## config.mk

```make
export PLATFORM = sky130hd
export DESIGN_NAME = lcl_tmr_route
export DESIGN_NICKNAME = d
export VERILOG_FILES = /design/src/rtl/lcl_tmr_route.sv
export SDC_FILE = /design/constraint.sdc
export NUM_CORES = 1
export LEC_CHECK = 0
export BUFFER_PORTS_ARGS = -buffer_cell sky130_fd_sc_hd__buf_4
export CAP_MARGIN = 0
export CORE_MARGIN = 2
export CORE_UTILIZATION = 54
export CTS_CLUSTER_SIZE = 28
export DETAILED_ROUTE_END_ITERATION = 12
export PLACE_DENSITY = 0.77
export SKIP_CTS_REPAIR_TIMING = 1
export SYNTH_ARGS = -nofsm -noshare
export SYNTH_HDL_FRONTEND = slang
export SYNTH_SLANG_ARGS = --single-unit
export TNS_END_PERCENT = 5
```

## constraint.sdc

```tcl
create_clock -name clk -period 3.6 [get_ports clk]
set_clock_uncertainty 0.2 [all_clocks]
set_input_delay 0.36 -clock clk [delete_from_list [all_inputs] [get_ports clk]]
set_output_delay 0.36 -clock clk [all_outputs]
set_load 0.01 [all_outputs]
```

## src/rtl/lcl_tmr_route.sv

```systemverilog
module lcl_tmr_route #(
  parameter int ADDR_W    = 8,
  parameter int CNT_W     = 28,
  parameter int OFS_ROUTE = 'h24,
  parameter int OFS_CTRL  = 'h34,
  parameter int OFS_CMD   = 'h38
) (
  input  logic              clk,
  input  logic              rst_n,
  input  logic              wr_en,
  input  logic              rd_en,
  input  logic [ADDR_W-1:0] addr,
  input  logic [31:0]       wdata,
  output logic [31:0]       rdata,
  output logic [3:0]        irq_o,
  output logic [3:0]        fiq_o
);
  localparam int BIT_RUN = 28;
  localparam int BIT_IEN = 29;
  localparam int BIT_RLD = 30;
  localparam int BIT_CLR = 31;

  logic [CNT_W-1:0] rld_val, cnt;
  logic             run, ien, pend;
  logic [2:0]       route;

  wire wr_ctrl  = wr_en && addr == ADDR_W'(OFS_CTRL);
  wire wr_cmd   = wr_en && addr == ADDR_W'(OFS_CMD);
  wire wr_route = wr_en && addr == ADDR_W'(OFS_ROUTE);
  wire cmd_rld  = wr_cmd && wdata[BIT_RLD];
  wire cmd_clr  = wr_cmd && wdata[BIT_CLR];
  wire expire   = run && cnt <= CNT_W'(1);
  wire line     = pend && ien;

  always_ff @(posedge clk or negedge rst_n) begin
    if (!rst_n) begin
      rld_val <= '0;
      run     <= 1'b0;
      ien     <= 1'b0;
      route   <= '0;
    end else begin
      if (wr_ctrl) begin
        rld_val <= wdata[CNT_W-1:0];
        run     <= wdata[BIT_RUN];
        ien     <= wdata[BIT_IEN];
      end
      if (wr_route) route <= wdata[2:0];
    end
  end

  always_ff @(posedge clk or negedge rst_n) begin
    if (!rst_n) begin
      cnt  <= '0;
      pend <= 1'b0;
    end else begin
      if (cmd_rld || expire) cnt <= rld_val;
      else if (run)          cnt <= cnt - CNT_W'(1);
      if (expire)            pend <= 1'b1;
      else if (cmd_clr)      pend <= 1'b0;
    end
  end

  always_comb begin
    rdata = '0;
    if (rd_en) begin
      if (addr == ADDR_W'(OFS_CTRL))
        rdata = {pend, 1'b0, ien, run, 28'(rld_val)};
      else if (addr == ADDR_W'(OFS_ROUTE))
        rdata = {29'd0, route};
    end
  end

  for (genvar c = 0; c < 4; c++) begin : g_core
    assign irq_o[c] = line && !route[2] && route[1:0] == 2'(c);
    assign fiq_o[c] = line &&  route[2] && route[1:0] == 2'(c);
  end

  assert_expiry_R3: assert property (@(posedge clk) disable iff (!rst_n)
    (run && cnt == CNT_W'(1)) |=> pend);
  assert_reload_R6: assert property (@(posedge clk) disable iff (!rst_n)
    cmd_rld |=> cnt == $past(rld_val));
  assert_sticky_R2: assert property (@(posedge clk) disable iff (!rst_n)
    (pend && !cmd_clr) |=> pend);
  assert_clear_R5: assert property (@(posedge clk) disable iff (!rst_n)
    (cmd_clr && !expire) |=> !pend);
  assert_collide_R7: assert property (@(posedge clk) disable iff (!rst_n)
    (cmd_clr && expire) |=> pend);
  assert_hold_R8: assert property (@(posedge clk) disable iff (!rst_n)
    (!run && !cmd_rld) |=> ($stable(cnt) && ($past(pend) || !pend)));
  assert_onehot_R10: assert property (@(posedge clk) disable iff (!rst_n)
    $onehot0({fiq_o, irq_o}) && ((pend && ien) == |{fiq_o, irq_o}));
endmodule

```

## Word-level counts from Yosys, hierarchy flattened

Cells that the tools add are included.

- $add $sub $neg: 1
- Magnitude comparators: 1
- Eq/ne operators: 6
- Mux-type cells: 7
- Reductions and logical operators: 22

Operators by type and width:

| cell | count |
|---|---|
| 2-to-1 mux 32 bit | 2 |
| 2-to-1 mux 28 bit | 2 |
| <= comparator 28 x 1 -> 1 bit, second input constant | 1 |
| subtractor 28 x 1 -> 28 bit, second input constant | 1 |
| == test 8 x 6 -> 1 bit, second input constant | 3 |
| logical AND 1 bit | 17 |
| == test 2 bit, second input constant | 2 |
| nonzero test 2 bit | 2 |
| 2-to-1 mux 3 bit | 1 |
| == test 2 x 1 -> 1 bit, second input constant | 1 |
| logical NOT 2 bit | 1 |
| 2-to-1 mux 1 bit | 2 |
| logical NOT 1 bit | 1 |
| logical OR 1 bit | 1 |

- Register bits after elaboration: 62
- Output and inout bits: 40
- Logic and storage cells: 43

## Depth between registers and ports, before layout

Gate-level depths: netlist (run 1).

- Depth after elaboration: 5
- Mapped depth: 8
- Gate-level depth less buffers: 7

## Worst setup path after synthesis (run 1)

OpenSTA, ideal clock, no wires.

- Path kind: flip-flop to flip-flop
- Start point: register cnt[17]
- End point: register cnt[8]
- Library setup time: 0.082 ns
- Data arrival time: 2.379 ns
- Data required time: 3.318 ns
- Path slack: 0.939 ns
- Stages on the path, launching flop included: 7
- Buffers on the path: 1
- Period minus slack after synthesis: 2.661 ns
- Cell sequence: dfrtp_1 > or4_4 > or3_4 > or4_1 > buf_2 > a211o_1 > a31oi_1

- Longest elaborated chain between the ends: 4
- Elaborated cells between the ends (all ways): 5
- Those cells by class: 1 x order compare; 1 x mux; 3 x reduce/logical

RTL lines:

| item | line | text |
|---|---|---|
| start: declaration | 23 | `logic [CNT_W-1:0] rld_val, cnt;` |
| start signal: assignment | 56 | `if (cmd_rld \|\| expire) cnt <= rld_val;` |
| start signal: assignment | 57 | `else if (run) cnt <= cnt - CNT_W'(1);` |
| <= comparator 28 x 1 -> 1 bit (*) | 32 | `wire expire = run && cnt <= CNT_W'(1);` |
| logical AND 1 bit (*) | 32 |  |
| logical OR 1 bit (*) | 56 |  |
| 2-to-1 mux 28 bit / nonzero test 2 bit (equally long branches) | -- |  |

Every way passes the cells marked *; elsewhere a longest branch is shown, timed or not.
A chain may end at the register's enable or synchronous reset.

## Final worst setup path (run 1)

- Start point: register cnt[6]
- End point: register cnt[0]

The elaborated chain is that of the path after synthesis.

==> impl_results.md, run 1 <==
* Outcome: completed
* WP data arrival at 3.06 ns
* Final Critical Period at 3.00 ns
* Ys flop type: dfrtp_1
* Final #Nets at 511
* Root Buffer Master: clkbuf_8
* TritonCTS Buffers at 9
* Yosys top cell area share at 42.0%
* Die H at 86.7 um
* Post-Syn Instances at 389
* Placed instance area at 4370 um^2
* CTS tree: yes
* Commonest non-fill, non-tap cells in the layout: 90 x buf_4, 62 x dfrtp_1, 33 x mux2_2
* Max-slew violations at 0
* Critical path, cell by cell: or4_1 -> or4_4 -> o31ai_4 -> a211oi_1 -> a211oi_1
* Antenna violations before repair at 0
* Sequential power share at 45.8%
* Cell area after layout at 4590 um^2
* Final setup violation count at 0
* Vias at 3,372
* Yosys cell types at 62
* Worst hold path type: input port to flip-flop
* Worst hold slack at 0.0387 ns
* Worst hold stages at 2
* XOR/XNOR Fraction of Synth Area at 0.475%
* Placeable Area at 6720 um^2
* Largest net degree at the start of global routing at 63
* Wire per inst at 17.0 um
* RSZ-0062 raised after global routing: no
* Internal power at 1250 uW
* Setup TNS at 0 ns
* Synth area leader: dfrtp_1
* Cell Area, Synth at 3690 um^2
* ANT nets after route at 0
* Sequential area share after synthesis at 42.0%
* Worst skew pair latency at 0.35 ns
* Synth Warn # at 0
* Ranking of synthesized cells by area: dfrtp_1 42%, mux2_2 10%, and2_1 4.7%
* Max-cap violations at 0
* Post-Synth Adder-Cell Area at 0.678%
* Syn avg cell area at 9.49 um^2
* Fmax at 333 MHz
* PortBufs at 82
* Worst-case reg-to-reg path depth at 5
* Synth Net Count at 435
* CTS clk-pin slew, worst paths at 0.07 ns
* Area delta synth->final at 24.5%
* Largest stage delay, worst path at 0.70 ns
* # IOs at 84
* DRT Wirelength at 9340 um
* Asr flop ratio synth at 100%
* Die area at 7510 um^2
* Total Routing Usage GR at 26.3%
* Largest family of logic cells by synthesized area: simple AND/OR/NAND/NOR gates
* Crit Path Max Fanout at 14
* Most common cell after layout, fill and taps aside: buf_4
* Final GP Congestion at 0.907
* Clock share of power at 39.5%
* Switching share of power at 26.5%
* Number of synthesized flops with an enable pin at 0
* Clock tree sinks at 62
* Total gr overflow at 0
* Initial Utilization at 54.9%
* Die X-Extent at 86.7 um
* Crit end category: flip-flop
* Peak supply drop at 0.238 mV
* Slew @ Worst Pin at 0.790 ns
* H-Tree Depth at 3
* Mux share of post-synthesis cell area at 11.2%
* Critical path class: flip-flop to flip-flop
* Share of post-route cells with drive strength above 1 at 33.0%
* CP Launch Type: flip-flop
* Crit-path slowest cell: or4_1
* Switching Power at 451 uW
* WP data required at 3.65 ns
* Vias per cell at 6.13
* Final hold violations at 0
* Crit share post-route at 83.4%
* Combinational share of power at 14.7%
* Leakage Power at 0.00210 uW
* Final cell utilization of the core at 68.4%
* Fraction of the mapped netlist area in compound gates at 12.7%
* Maximum clock path buffer count at 2
* Diode count at 0
* Number of global-route vias before repair at 3,144
* Drt drc at 0
* Pwr/cell area at 371 nW/um^2
* Detailed Routing Iterations Pass 1 at 5
* First DRT Iteration DRCs at 257
* Synth Register Bits at 62
* First-pass GRT wire length at 15,400 um
* Slew HR at 47.4%
* CP dominant cell by count: a211oi_1
* HPWL after detailed placement at 6480 um
* # rows at 30
* Post-synthesis simple-gate area fraction at 29.4%
layout make-up:
cell class              count  area [um^2]
clock buffers              12          145
clock inverters             4         70.1
fillers                   552         2130
inverters                   6         22.5
multi-input cells         295         2020
flip-flops and latches     62         1550
well taps                  80          100
repair buffers             91          686
synthesized netlist by cell type (all sizes together) (8+ instances only):
cell / n
mux2: 33
and2: 28
nand3: 9
nor3: 28
nor4: 15
a21oi: 8
o21ai: 12
or3: 8
nand2: 23
nor2: 32
buf: 8
or4: 12
dfrtp: 62
clkbuf: 18
path summary, 6_finish.rpt:
path	from	endpoint	slack, ns
min reg2reg	rld_val[13]	cnt[13]	0.30
max reg2reg	cnt[6]	cnt[0]	0.60
max	cnt[6]	cnt[0]	0.60
min	wdata[4]	rld_val[4]	0.04
min in group asynchronous	rst_n	rld_val[7]	0.43
max in group asynchronous	rst_n	rld_val[27]	2.23
cells by family (layout without fill, tap and decap cells):
| logic type | count (synthesis) | in the layout |
|---|---|---|
| AND/OR/NAND/NOR | 189 | 189 |
| AO/OA/AOI/OAI | 64 | 64 |
| flip-flops | 62 | 62 |
| multiplexers | 37 | 37 |
| buffers and inverters | 32 | 113 |
| adder cells (fa/ha/maj) | 2 | 2 |
| XOR/XNOR | 2 | 2 |
| other | 1 | 1 |
power by group through the flow:
stage	logic [uW]	clock network, uW	registers (uW)
global placement	239	0	788
floorplan	164	0	778
CTS	248	684	779
finish	250	673	780
detailed placement	246	0	792
global route	275	711	785
state kept, by name, summed over array words and instances (netlist names):
name and cells:
cnt 28, ien 1, pend 1, rld_val 28
route 3, run 1
metrics by stage:
stage,power (uW),setup slack [ns],std cells
after floorplan,942,0.939,389
after global placement,1030,0.640,533
after detailed placement,1040,0.565,533
after CTS,1710,0.601,549
after global routing,1770,0.452,550
final,1700,0.597,550
routing by layer:
metal / vias to the layer above / wire length [um] / track usage (%)
met5: - / 0 / 0
li1: 1596 / - / -
met1: 1632 / 4160 / 36.2
met3: 12 / 574 / 6.29
met4: 0 / 98 / 6.96
met2: 132 / 4500 / 42.0
worst max-delay path, delay by kind of cell (launching register included):
family	cells	cell delay, ns
AOI/OAI and AO/OA	3	0.95
and+or+nand+nor	2	1.34
DFF	1	0.42
No activity file was read; power rests on OpenSTA's default activity.
==> inputs of run 2 (changes only) <==
CORE_UTILIZATION = 49   (was 54)
PLACE_DENSITY = 0.73   (was 0.77)
clock period = 2.7 ns   (was 3.6 ns; I/O delays follow)
==> run 2 against run 1 <==
  * Routed wire length is 14% higher
  * Combinational power up 87%
  * Utilization increased by 4.0 points
  * Sequential share of layout area is 4.2 points lower
  * Clock power rose by 16%
  * Via count increased by 8.1%
  * Setup slack worse by 0.52 ns
  * Flip-flop and latch count unchanged
  * Power rose by 33%
  * Cell area grew 14%
  * Non-clock buffer count increased by 71
  * Worst hold slack got worse by 0.0033 ns
  * Critical endpoint is now cnt[26]
  * Largest cell class unchanged
  * Largest power group unchanged
==> impl_results.md, run 2 (same netlist as run 1, synthesis figures left out) <==
* Peak supply drop at 0.291 mV
* Slew @ Worst Pin at 0.788 ns
* First DRT Iteration DRCs at 283
* Share of post-route cells with drive strength above 1 at 37.0%
* Clock tree sinks at 62
* CP Launch Type: flip-flop
* Final GP Congestion at 0.890
* Crit Path Max Fanout at 10
* Root Buffer Master: clkbuf_8
* # rows at 31
* Drt drc at 0
* Crit share post-route at 97.2%
* Wire per inst at 16.7 um
* Critical path class: flip-flop to flip-flop
* RSZ-0062 raised after global routing: yes
* Max-slew violations at 0
* FILL cells at 554
* Total gr overflow at 0
* WP data arrival at 2.65 ns
* Slew HR at 47.5%
* Worst skew pair latency at 0.33 ns
* Worst slack, placed at -0.0213 ns
* Vias per cell at 5.69
* Die area at 8240 um^2
* Most common cell after layout, fill and taps aside: buf_4
* Final Critical Period at 2.62 ns
* Setup TNS at 0 ns
* Final setup violation count at 0
* CTS tree: yes
* Worst hold path type: input port to flip-flop
* Final Worst Setup Slack at 0.0754 ns
* Die H at 90.8 um
* Worst hold slack at 0.0354 ns
* Placeable Area at 7250 um^2
* First-pass GRT wire length at 16,800 um
* Final #Nets at 582
* Fmax at 381 MHz
* Maximum clock path buffer count at 2
* Area delta synth->final at 42.1%
* WP data required at 2.72 ns
* TritonCTS Buffers at 9
* Final hold violations at 0
* Total Routing Usage GR at 25.4%
* H-Tree Depth at 3
* Vias at 3,644
* Biggest regs: cnt: 28 flops, rld_val: 28 flops, route: 3 flops
* Diode count at 0
* Initial Utilization at 50.9%
* Antenna violations before repair at 0
* Tot Pwr at 2270 uW
* Crit end category: flip-flop
* Largest net degree at the start of global routing at 63
* PortBufs at 82
* DRT Wirelength at 10,700 um
* Leakage Power at 0.00242 uW
* # IOs at 84
* Pwr/cell area at 433 nW/um^2
* ANT nets after route at 0
* Max-cap violations at 0
* CTS clk-pin slew, worst paths at 0.07 ns
* Number of global-route vias before repair at 3,453
* Commonest non-fill, non-tap cells in the layout: 127 x buf_4, 62 x dfrtp_1, 33 x mux2_2
* Final cell utilization of the core at 72.3%
* Outcome: completed
* HPWL after detailed placement at 7330 um
* Detailed Routing Iterations Pass 1 at 5
* Die X-Extent at 90.8 um
==> run 2: cell types whose count changed in the layout (fill, tap and decap cells not counted), sizes merged <==
cell,previous run,this run
buf,90,131
bufinv,2,1
dlygate4sd3,1,31
clkinvlp,0,1
==> run 2: final cells by class <==
type	count	area, um^2	area share [%]
repair buffers	162	1330	25.3
flip-flops and latches	62	1550	29.6
clock buffers	12	135	2.58
inverters	6	22.5	0.429
multi-input cells	295	2040	38.9
clock inverters	4	47.5	0.906
well taps	99	124	2.36
==> run 2: worst paths after layout <==
kind / startpoint / end / slack [ns] / cells after the start
worst max-delay path: cnt[10] / cnt[26] / 0.08 / 6
worst min-delay path: wdata[31] / pend / 0.04 / 4
worst max register to register: cnt[10] / cnt[26] / 0.08 / 6
worst min register to register: rld_val[13] / cnt[13] / 0.31 / 2
max in group asynchronous: rst_n / rld_val[2] / 1.42 / 2
min in group asynchronous: rst_n / rld_val[13] / 0.36 / 2
==> run 2: layer usage <==
| metal | share of wire, % | wire [um] | up-vias | track usage, % |
|---|---|---|---|---|
| met4 | 1.3 | 137 | 0 | 7.58 |
| met2 | 48 | 5120 | 154 | 41.4 |
| li1 | - | - | 1744 | - |
| met1 | 44 | 4700 | 1731 | 35.1 |
| met3 | 6.8 | 731 | 15 | 3.92 |
| met5 | 0 | 0 | - | 0 |
==> run 2: metrics by stage <==
stage          instance area (um^2)  std cells
6_report                       5250        640
4_1_cts                        4890        607
3_5_place_dp                   4710        591
3_3_place_gp                   4710        591
5_1_grt                        5250        640
2_1_floorplan                  3690        389
==> run 2: where the power goes <==
part / switching [uW] / leakage, uW / total (uW) / internal (uW)
combinational: 239 / 0.00151 / 467 / 228
sequential: 41.8 / 0.000817 / 1020 / 979
clock: 357 / 0.0000904 / 781 / 424
total: 637 / 0.00242 / 2270 / 1630
==> run 2: critical path: stages, from the launching register on <==
cell and delay, ns:
dfrtp_1 0.41, or4_4 0.57, or4_4 0.58, o31a_1 0.28
buf_4 0.18, o22a_1 0.20, o21a_1 0.09
